**src/rtl/bus_seq_pkg.sv**
```systemverilog
package bus_seq_pkg;

  typedef enum logic [2:0] {
    CYC_FETCH  = 3'd0,
    CYC_MEM_RD = 3'd1,
    CYC_MEM_WR = 3'd2,
    CYC_IO_RD  = 3'd3,
    CYC_IO_WR  = 3'd4
  } cyc_e;

  typedef enum logic [2:0] {
    TS_IDLE = 3'd0,
    TS_1    = 3'd1,
    TS_2    = 3'd2,
    TS_3    = 3'd3,
    TS_4    = 3'd4,
    TS_5    = 3'd5,
    TS_6    = 3'd6
  } tstate_e;

  typedef struct packed {
    logic fetch;
    logic wr;
    logic io;
    logic lng;
  } cyc_attr_t;

  function automatic cyc_attr_t cyc_decode(input logic [2:0] typ, input logic lng);
    cyc_attr_t a;
    a.fetch = (typ == CYC_FETCH);
    a.wr    = (typ == CYC_MEM_WR) || (typ == CYC_IO_WR);
    a.io    = (typ == CYC_IO_RD)  || (typ == CYC_IO_WR);
    a.lng   = lng && a.fetch;  // stretch applies to fetch only
    return a;
  endfunction

endpackage

```
**src/rtl/bus_seq_ctl.sv**
```systemverilog
module bus_seq_ctl
  import bus_seq_pkg::*;
#(
  parameter int ADDR_W = 16,
  parameter int DATA_W = 8
) (
  input  logic              clk_i,
  input  logic              rst_ni,
  input  logic              req_valid_i,
  input  logic [2:0]        req_type_i,
  input  logic [ADDR_W-1:0] req_addr_i,
  input  logic [DATA_W-1:0] req_wdata_i,
  input  logic              req_long_i,
  output logic              ready_o,
  output tstate_e           tstate_o,
  output logic              fetch_o,
  output logic              wr_o,
  output logic              io_o,
  output logic [ADDR_W-1:0] addr_o,
  output logic [DATA_W-1:0] wdata_o
);

  tstate_e           tst_q, last_ts;
  cyc_attr_t         attr_q;
  logic [ADDR_W-1:0] addr_q;
  logic [DATA_W-1:0] wdata_q;
  logic              accept;

  always_comb begin
    if (attr_q.fetch) last_ts = attr_q.lng ? TS_6 : TS_4;
    else              last_ts = TS_3;
  end

  assign ready_o = (tst_q == TS_IDLE) || (tst_q == last_ts);
  assign accept  = req_valid_i && ready_o;

  always_ff @(posedge clk_i or negedge rst_ni) begin
    if (!rst_ni) begin
      tst_q   <= TS_IDLE;
      attr_q  <= '0;
      addr_q  <= '0;
      wdata_q <= '0;
    end else if (accept) begin
      tst_q   <= TS_1;
      attr_q  <= cyc_decode(req_type_i, req_long_i);
      addr_q  <= req_addr_i;
      wdata_q <= req_wdata_i;
    end else if (tst_q == TS_IDLE || tst_q == last_ts) begin
      tst_q   <= TS_IDLE;
    end else begin
      tst_q   <= tstate_e'(tst_q + 3'd1);
    end
  end

  assign tstate_o = tst_q;
  assign fetch_o  = attr_q.fetch;
  assign wr_o     = attr_q.wr;
  assign io_o     = attr_q.io;
  assign addr_o   = addr_q;
  assign wdata_o  = wdata_q;

endmodule

```
**src/rtl/bus_seq_pins.sv**
```systemverilog
module bus_seq_pins
  import bus_seq_pkg::*;
#(
  parameter int ADDR_W = 16,
  parameter int DATA_W = 8
) (
  input  tstate_e                  tstate_i,
  input  logic                     fetch_i,
  input  logic                     wr_i,
  input  logic                     io_i,
  input  logic [ADDR_W-1:0]        addr_i,
  input  logic [DATA_W-1:0]        wdata_i,
  output logic [ADDR_W-DATA_W-1:0] addr_hi_o,
  output logic [DATA_W-1:0]        ad_o,
  output logic                     ad_oe_o,
  output logic                     ale_o,
  output logic                     rd_no,
  output logic                     wr_no,
  output logic                     io_m_o,
  output logic                     s1_o,
  output logic                     s0_o
);

  localparam int HI_W = ADDR_W - DATA_W;

  always_comb begin
    addr_hi_o = '0;
    ad_o      = '0;
    ad_oe_o   = 1'b0;
    ale_o     = 1'b0;
    rd_no     = 1'b1;
    wr_no     = 1'b1;
    io_m_o    = 1'b0;
    s1_o      = 1'b0;
    s0_o      = 1'b0;
    if (tstate_i != TS_IDLE) begin
      io_m_o    = io_i;
      s1_o      = !wr_i;
      s0_o      = wr_i || fetch_i;
      // I/O port number is mirrored onto the high byte
      addr_hi_o = io_i ? HI_W'(addr_i[DATA_W-1:0]) : addr_i[ADDR_W-1:DATA_W];
    end
    case (tstate_i)
      TS_1: begin
        ale_o   = 1'b1;
        ad_oe_o = 1'b1;
        ad_o    = addr_i[DATA_W-1:0];
      end
      TS_2, TS_3: begin
        if (wr_i) begin
          wr_no   = 1'b0;
          ad_oe_o = 1'b1;
          ad_o    = wdata_i;
        end else begin
          rd_no   = 1'b0;
        end
      end
      default: ;
    endcase
  end

endmodule

```
**src/rtl/bus_seq_cap.sv**
```systemverilog
module bus_seq_cap
  import bus_seq_pkg::*;
#(
  parameter int DATA_W = 8
) (
  input  logic              clk_i,
  input  logic              rst_ni,
  input  tstate_e           tstate_i,
  input  logic              wr_i,
  input  logic [DATA_W-1:0] ad_i,
  output logic [DATA_W-1:0] rdata_o,
  output logic              done_o
);

  logic capture;

  // sample at the edge that ends T3, while the read strobe is still low
  assign capture = (tstate_i == TS_3) && !wr_i;

  always_ff @(posedge clk_i or negedge rst_ni) begin
    if (!rst_ni) begin
      rdata_o <= '0;
      done_o  <= 1'b0;
    end else begin
      done_o <= capture;
      if (capture) rdata_o <= ad_i;
    end
  end

endmodule

```
**src/rtl/bus_cycle_seq.sv**
```systemverilog
module bus_cycle_seq
  import bus_seq_pkg::*;
#(
  parameter int ADDR_W = 16,
  parameter int DATA_W = 8
) (
  input  logic                     clk_i,
  input  logic                     rst_ni,
  input  logic                     req_valid_i,
  input  logic [2:0]               req_type_i,
  input  logic [ADDR_W-1:0]        req_addr_i,
  input  logic [DATA_W-1:0]        req_wdata_i,
  input  logic                     req_long_i,
  output logic                     req_ready_o,
  input  logic [DATA_W-1:0]        ad_i,
  output logic [ADDR_W-DATA_W-1:0] addr_hi_o,
  output logic [DATA_W-1:0]        ad_o,
  output logic                     ad_oe_o,
  output logic                     ale_o,
  output logic                     rd_no,
  output logic                     wr_no,
  output logic                     io_m_o,
  output logic                     s1_o,
  output logic                     s0_o,
  output logic [DATA_W-1:0]        rdata_o,
  output logic                     done_o
);

  tstate_e           tstate;
  logic              cyc_fetch, cyc_wr, cyc_io;
  logic [ADDR_W-1:0] cyc_addr;
  logic [DATA_W-1:0] cyc_wdata;

  bus_seq_ctl #(.ADDR_W(ADDR_W), .DATA_W(DATA_W)) i_ctl (
    .clk_i       (clk_i),
    .rst_ni      (rst_ni),
    .req_valid_i (req_valid_i),
    .req_type_i  (req_type_i),
    .req_addr_i  (req_addr_i),
    .req_wdata_i (req_wdata_i),
    .req_long_i  (req_long_i),
    .ready_o     (req_ready_o),
    .tstate_o    (tstate),
    .fetch_o     (cyc_fetch),
    .wr_o        (cyc_wr),
    .io_o        (cyc_io),
    .addr_o      (cyc_addr),
    .wdata_o     (cyc_wdata)
  );

  bus_seq_pins #(.ADDR_W(ADDR_W), .DATA_W(DATA_W)) i_pins (
    .tstate_i  (tstate),
    .fetch_i   (cyc_fetch),
    .wr_i      (cyc_wr),
    .io_i      (cyc_io),
    .addr_i    (cyc_addr),
    .wdata_i   (cyc_wdata),
    .addr_hi_o (addr_hi_o),
    .ad_o      (ad_o),
    .ad_oe_o   (ad_oe_o),
    .ale_o     (ale_o),
    .rd_no     (rd_no),
    .wr_no     (wr_no),
    .io_m_o    (io_m_o),
    .s1_o      (s1_o),
    .s0_o      (s0_o)
  );

  bus_seq_cap #(.DATA_W(DATA_W)) i_cap (
    .clk_i    (clk_i),
    .rst_ni   (rst_ni),
    .tstate_i (tstate),
    .wr_i     (cyc_wr),
    .ad_i     (ad_i),
    .rdata_o  (rdata_o),
    .done_o   (done_o)
  );

endmodule

```
**config.mk**
```make
export PLATFORM = sky130hd
export DESIGN_NAME = bus_cycle_seq
export DESIGN_NICKNAME = d
export VERILOG_FILES = /design/src/rtl/bus_seq_pkg.sv /design/src/rtl/bus_seq_ctl.sv /design/src/rtl/bus_seq_pins.sv /design/src/rtl/bus_seq_cap.sv /design/src/rtl/bus_cycle_seq.sv
export SDC_FILE = /design/constraint.sdc
export NUM_CORES = 1
export LEC_CHECK = 0
export BUFFER_PORTS_ARGS = -buffer_cell sky130_fd_sc_hd__buf_2
export CORE_MARGIN = 3
export CORE_UTILIZATION = 45
export DETAILED_ROUTE_END_ITERATION = 8
export GPL_TIMING_DRIVEN = 0
export PLACE_DENSITY = 0.73
export SLEW_MARGIN = 20
export SYNTH_ARGS = -nofsm -noshare
export SYNTH_HDL_FRONTEND = slang
export SYNTH_SLANG_ARGS = --single-unit
export TNS_END_PERCENT = 100
```
**constraint.sdc**
```tcl
create_clock -name clk_i -period 2.9 [get_ports clk_i]
set_input_delay 0.435 -clock clk_i [delete_from_list [all_inputs] [get_ports clk_i]]
set_output_delay 0.435 -clock clk_i [all_outputs]
set_load 0.1 [all_outputs]
```
[Word-level counts from Yosys, hierarchy flattened]
Cells that the tools add are included.
Cells by class
  equal/unequal tests: 7
  add/subtract/negate cells: 1
  muxes and demuxes: 17
  reductions and logical operators: 12
Operator list (number)
  $mux 8: 3
  $pmux 8 s2: 1
  $eq 3x2->1 const B: 4
  $mux 3: 3
  $mux 1: 8
  $logic_not 3->1: 2
  $logic_or 1x1->1: 4
  $add 3x1->3 const B: 1
  $eq 3x1->1 const B: 1
  $eq 3x3->1: 1
  $eq 3x3->1 const B: 1
  $logic_and 1x1->1: 3
  $reduce_bool 3->1: 1
  $mux 2: 1
  $pmux 1 s2: 1
  $reduce_or 2->1: 1
  $logic_not 1->1: 1
Word-level totals
  flip-flop bits (word level): 40
  bits of input ports: 39
  word-level logic and storage cells: 46
  output and inout bits: 33

[Depth between registers and ports, before layout]
Gate-level depths: netlist of the first run.
  word-level depth: 6
  mapped depth: 6
  depth with buffers taken out: 6

[Modules after synthesis]
From an unflattened synthesis of the first run, not the netlist that was laid out.
Second synthesis, totals
  cell total of the unflattened synthesis: 165
  area total of the unflattened synthesis: 2063.2 µm²
By module, submodules not included
  bus_seq_ctl: sequential area each 775.7 µm², area each 1328.8 µm², cells an instance 89, instances 1
  bus_seq_cap: sequential area each 225.2 µm², area each 369.1 µm², cells an instance 19, instances 1
  bus_seq_pins: sequential area each 0.0 µm², area each 365.4 µm², cells an instance 57, instances 1

[Least setup slack after synthesis of the first run]
No wires, ideal clock.
  kind: register to output
  start: register i_ctl.tst_q[1], in the netlist i_ctl.tstate_o[1]
  end: output port req_ready_o
  buffers on the path: 0
  arrival: 3.143 ns
  cell stages (with the launch flop): 3
  path slack: -0.678 ns
  data required time: 2.465 ns
  cell sequence: dfrtp_1 -> xor2_1 -> o31ai_1
On the way
  cells in the longest elaborated chain, start to end: 2
  elaborated cells on any way between the ends: 3
  those cells by class: 1 x eq/ne; 2 x reduce/logical
Ends and longest elaborated chain
  from (decl): line bus_seq_ctl.sv:23  | tstate_e tst_q, last_ts;
  from (signal assigned): line bus_seq_ctl.sv:51  | tst_q <= tstate_e'(tst_q + 3'd1);
  $eq 3x3->1 or $logic_not 3->1 (tied branches): line bus_seq_ctl.sv:34  | assign ready_o = (tst_q == TS_IDLE) || (tst_q == last_ts);
  $logic_or 1x1->1 *: line bus_seq_ctl.sv:34
  to (decl): line bus_cycle_seq.sv:14  | output logic req_ready_o,
Every way passes the cells marked *; elsewhere a longest branch is shown, timed or not.

[Worst setup path in the final report of the first run]
  start: register i_ctl.tst_q[0], in the netlist i_ctl.tstate_o[0]
  end: output port ad_oe_o
On the way
  cells in the longest elaborated chain, start to end: 3
  elaborated cells on any way between the ends: 5
  those cells by class: 3 x eq/ne; 1 x mux; 1 x reduce/logical
Ends and longest elaborated chain
  $eq 3x2->1: line bus_seq_pins.sv:43  | case (tstate_i)
  $reduce_or 2->1: line bus_seq_pins.sv:43
  $pmux 1 s2 *: line bus_seq_pins.sv:43
  to (decl): line bus_cycle_seq.sv:18  | output logic ad_oe_o,
Marked as above.

==> impl_metrics.json, run 1 <==
{
  "final.min_clock_period_ns": 2.73,
  "n_antenna_cell": 0,
  "clkTransAtPathRegs_ns": 0.09,
  "coreArea_um2": 4140,
  "crit_chain": "ha_1 > ha_1 > a21oi_1 > nor2b_1 > clkbuf_2 > or2_2 > buf_2",
  "cts_hold_buf": 0,
  "cts_setup_buffers": 0,
  "wirelength_um": 4480,
  "maxCapViolations": 0,
  "r2r_cells": 5,
  "numCtsBuffers": 5,
  "drcViolationCount": 0,
  "drive_gt1_frac": 0.541,
  "worstMarginPinSlew_ns": 0.879,
  "reg2reg_setup_slack_ns": 0.85,
  "drt-initial-drc-count": 123,
  "synthDistinctLibCells": 28,
  "start_kind": "register",
  "synthesis.area_um2": 2000,
  "nets": 272,
  "insertion_delay_ns": 0.29,
  "gp_congestion": 0.758,
  "area_growth_pct": 26.8,
  "cts_tree": "built",
  "grt_usage": 0.182,
  "cp-startpoint": "i_ctl.tstate_o[0]",
  "die_area_um2": 5280,
  "max_freq_ghz": 0.366,
  "slew_violations": 0,
  "endpoint_kind": "output pin",
  "root_buffer": "clkbuf_8",
  "hp-class": "primary input to async pin",
  "rr_endpoint": "i_ctl.addr_o[3]",
  "grt_max_degree": 41,
  "netlist_instances": 150,
  "syn_nets": 194,
  "reg2reg_from": "i_ctl.tstate_o[1]",
  "crit_arrival_ns": 2.30,
  "syn_avg_cell_area_um2": 13.3,
  "start_util": 0.483,
  "crit_path_max_fanout": 10,
  "grt_pass1_wl_um": 7440,
  "io_buffer_count": 71,
  "outcome": "completed",
  "ant_nets": 0,
  "numClockSinks": 40,
  "vias": 1445,
  "crit_path_frequent_cell": "ha_1",
  "fillCellCount": 370,
  "firstDrtPassIters": 4,
  "wl_per_cell_um": 16.0,
  "max-slew-margin-rel": 0.414,
  "yosys.area.top_type": "dfrtp_1",
  "vias_per_cell": 5.18,
  "pin_count": 72,
  "die-width_um": 72.7,
  "setup_viol": 0,
  "die_y_um": 72.7,
  "yosysTopAreaCellShare": 0.500,
  "slowest_delay_ns": 0.50,
  "overflow": 0,
  "ys_ff_latch": 40,
  "grt_pass1_vias": 1559,
  "antenna_found_initial": 0,
  "ys_warn_count": 0,
  "rows": 23,
  "dp_hpwl_um": 3250,
  "clock_path_buffers": 2,
  "slowest_stage": "dfrtp_1",
  "rsz0062_at_grt": "false",
  "path_class": "register to output pin",
  "final.setup_skew_ns": 0.0114,
  "final_hold_viol_count": 0,
  "synth-seq-area-share": 0.500,
  "fin_crit_sh": 0.943,
  "critPathCapture": "ad_oe_o",
  "critPathRequiredTime_ns": 2.47,
  "synth_area_leaders": "dfrtp_1 50%, mux2_4 14%, mux2_2 8.4%",
  "cts_max_level": 2,
  "fin_setup_tns_ns": 0
}
-- cells by family (layout without fill, tap and decap cells) --
logic type | after synthesis | in the layout | share of synthesized area
buffers and inverters | 12 | 91 | 0.0388
XOR/XNOR | 2 | 2 | 0.00876
AND/OR/NAND/NOR | 33 | 33 | 0.0869
AO/OA/AOI/OAI | 16 | 16 | 0.0669
adder cells (fa/ha/maj) | 5 | 5 | 0.0313
flip-flops | 40 | 40 | 0.500
multiplexers | 42 | 42 | 0.267
-- cell usage in the layout (no fill, tap or decap), types with 2 or more instances in the layout --
master and n:
buf_2 71, dfrtp_1 40, mux2_4 19, nor2_1 17, mux2_2 15, a22o_1 8
mux2i_1 8, inv_1 5, nor2b_1 5, ha_1 5, clkbuf_8 5, clkbuf_1 3
nand2_1 3, clkbuf_2 2, or2_2 2, buf_12 2, a32o_1 2
-- through the flow --
| stage | hold WS (ns) | area [um2] | utilization | worst slack (ns) | instances |
|---|---|---|---|---|---|
| after detailed placement | 0.494 | 2420 | 0.585 | 0.346 | 271 |
| after CTS | 0.294 | 2540 | 0.612 | 0.164 | 279 |
| after global routing | 0.317 | 2540 | 0.612 | 0.0193 | 279 |
| after floorplan | 0.139 | 2010 | - | 0.0913 | 150 |
| final | 0.251 | 2540 | 0.612 | 0.166 | 279 |
| after global placement | 0.486 | 2420 | 0.585 | 0.391 | 271 |
-- flip-flops by register name, indices dropped and copies added (netlist names) --
signal,cells
i_ctl.addr_o,16
i_ctl.attr_q,1
i_ctl.io_o,1
i_ctl.tstate_o,3
i_cap.rdata_o,8
i_cap.done_o,1
i_ctl.wdata_o,8
i_ctl.fetch_o,1
i_ctl.wr_o,1
-- routing by layer --
layer  routed length, um  vias to the layer above  global-route usage
met5                   0                        -                   0
li1                    -                      681                   -
met1                1890                      708               0.244
met4                  42                        0              0.0410
met3                 304                        5              0.0510
met2                2230                       51               0.294
-- synth_stat cells (all sizes together) --
cell	instances
clkbuf	5
or4b	1
a31oi	1
and2	1
mux2i	8
a21oi	1
ha	5
o21ai	1
o31ai	1
inv	5
mux2	34
dfrtp	40
nand3	1
buf	2
xor2	1
nand2	4
and3b	1
nor2	17
xnor2	1
a32o	2
nor4b	1
nor2b	5
a22o	8
o211ai	1
o21bai	1
or2	2
-- worst min path at each step --
stage | cells after the start | to | slack (ns) | start
after CTS | 1 | i_ctl.tstate_o[0] | 0.29 | rst_ni
final | 1 | i_ctl.tstate_o[0] | 0.25 | rst_ni
after floorplan | 0 | i_cap.done_o | 0.14 | rst_ni
after detailed placement | 1 | i_cap.rdata_o[0] | 0.49 | i_cap.rdata_o[0]
after global placement | 1 | i_cap.rdata_o[1] | 0.49 | i_cap.rdata_o[1]
after global routing | 1 | i_ctl.tstate_o[0] | 0.32 | rst_ni
-- cell type report --
class | count | area (um2) | area share
timing repair buffer | 71 | 355 | 0.140
tap | 50 | 62.6 | 0.0247
inverter | 5 | 18.8 | 0.00740
clock buffer | 5 | 68.8 | 0.0271
multi-input combinational | 98 | 927 | 0.365
sequential | 40 | 1000 | 0.394
clock inverter | 3 | 42.5 | 0.0168
buffer | 7 | 61.3 | 0.0242
-- timing repair --
action / in CTS / in global routing
endpoints found under the setup margin: 7 / 0
resized for setup: 1 / 0
hold endpoints to repair: 0 / 0
-- critical path, delay by kind of cell (launching register included) --
kind | cells | cell delay (ns)
fa+ha+maj | 2 | 0.48
buf+inv | 2 | 0.50
simple gates | 2 | 0.38
flops | 1 | 0.50
compound gates | 1 | 0.15
Power of run 1 is left out: the tool's default activity adds up to more than one toggle a clock period on the data nets, which glitch-free logic cannot reach.
==> inputs of run 2 (changes only) <==
CORE_MARGIN = 2   (was 3)
REMOVE_ABC_BUFFERS = 1   (was not set)
==> run 2 against run 1 <==
Effect of this change:
- clock skew down 0.0036 ns
- utilization is 3.5 points lower
- critical path type unchanged
- via count shrank 6.9%
- critical path depth is 2 lower
- maximum frequency fell by 0.51%
- worst setup slack got worse by 0.014 ns
- highest routed layer unchanged
- cell count shrank 1.8%
==> impl_metrics.json, run 2 (synthesis gave the netlist of run 1 again) <==
{
  "reg2reg_setup_slack_ns": 0.79,
  "dpl_cell_area_um2": 2360,
  "max_freq_ghz": 0.364,
  "max-slew-margin-rel": 0.412,
  "setup_viol": 0,
  "die_y_um": 70.7,
  "drive_gt1_frac": 0.545,
  "dr_wl_met3_um": 304,
  "grt_usage": 0.165,
  "coreArea_um2": 4320,
  "cts_max_level": 2,
  "fillCellCount": 394,
  "critPathRequiredTime_ns": 2.47,
  "worstMarginPinSlew_ns": 0.882,
  "n_antenna_cell": 0,
  "root_buffer": "clkbuf_8",
  "post_cts_resized": 2,
  "insertion_delay_ns": 0.29,
  "reg2reg_from": "i_ctl.tstate_o[1]",
  "slew_violations": 0,
  "rr_endpoint": "i_ctl.wdata_o[7]",
  "route.layer.met1.wl_um": 1840,
  "grt_max_degree": 41,
  "stdcell_count": 274,
  "final.setup_skew_ns": 0.00782,
  "r2r_cells": 4,
  "endpoint_kind": "output pin",
  "die-width_um": 70.7,
  "fin_crit_sh": 0.948,
  "clkTransAtPathRegs_ns": 0.09,
  "numCtsBuffers": 5,
  "place_ws_ns": 0.0835,
  "clock_path_buffers": 2,
  "top_layer_used": "met4",
  "path_class": "register to output pin",
  "start_util": 0.463,
  "place_inst": 266,
  "seqCellArea_um2": 1000,
  "start_kind": "register",
  "finalWorstSetupSlack_ns": 0.151,
  "crit_arrival_ns": 2.31,
  "overflow": 0,
  "hold_slack_ns": 0.254,
  "largest_reg_flops": 16,
  "grt_pass1_wl_um": 6560,
  "firstDrtPassIters": 4,
  "cts_hold_buf": 0,
  "cts_setup_buffers": 0,
  "pin_count": 72,
  "final_common_cell": "buf_2",
  "crit_path_max_fanout": 10,
  "drt-initial-drc-count": 36,
  "area_growth_pct": 24.8,
  "drcViolationCount": 0,
  "dp_hpwl_um": 2720,
  "wl_per_cell_um": 14.1,
  "io_buffer_count": 71,
  "final_hold_viol_count": 0,
  "final_cell_mix": "70 x buf_2, 40 x dfrtp_1, 19 x mux2_4",
  "maxCapViolations": 0,
  "grt_pass1_vias": 1450,
  "final.min_clock_period_ns": 2.75,
  "hp-class": "primary input to async pin",
  "finalInstanceArea_um2": 2500,
  "cts_tree": "built",
  "wirelength_um": 3870,
  "nets": 265,
  "outcome": "completed",
  "antenna_found_initial": 0,
  "multi_input_area_um2": 932,
  "vias": 1345,
  "rows": 24,
  "rsz0062_at_grt": "false",
  "gp_congestion": 0.722,
  "ant_nets": 0,
  "die_area_um2": 4990,
  "numClockSinks": 40,
  "vias_per_cell": 4.91,
  "met2WireLength_um": 1710
}
run 2: final cells by class:
class / instances / share of cell area
Timing Repair Buffer: 71 / 0.143
Sequential cell: 40 / 0.401
Multi-Input combinational cell: 98 / 0.373
Clock buffer: 6 / 0.0331
Clock inverter: 2 / 0.0155
Inverter: 5 / 0.00752
Tap cell: 52 / 0.0261
run 2: metal layers:
metal | GRT usage | vias to the layer above
li1 | - | 666
met1 | 0.214 | 626
met2 | 0.263 | 49
met3 | 0.0655 | 4
met4 | 0.0377 | 0
met5 | 0 | -
run 2: worst max-delay path: stages, from the launching register on:
cell	delay [ns]
dfrtp_1	0.45
inv_1	0.10
ha_1	0.13
nor2b_1	0.64
a22o_1	0.27
buf_2	0.43
run 2: how the worst max path moves through the flow:
stage,start,slack (ns),cells after the start,end
6_report,i_ctl.tstate_o[1],0.15,5,ad_o[4]
5_1_grt,i_ctl.tstate_o[1],0.002,5,ad_o[4]
3_5_place_dp,i_ctl.tstate_o[0],0.08,6,req_ready_o
4_1_cts,i_ctl.tstate_o[0],0.02,6,req_ready_o
2_1_floorplan,i_ctl.tstate_o[1],-0.77,4,ad_o[0]
3_3_place_gp,i_ctl.tstate_o[0],0.11,6,req_ready_o
run 2: per-stage QoR:
stage,TNS [ns],utilization
3_5_place_dp,0,0.546
6_report,0,0.577
4_1_cts,0,0.576
5_1_grt,0,0.577
2_1_floorplan,-10.14,-
3_3_place_gp,0,0.546
Power of run 2 is left out for the same reason.
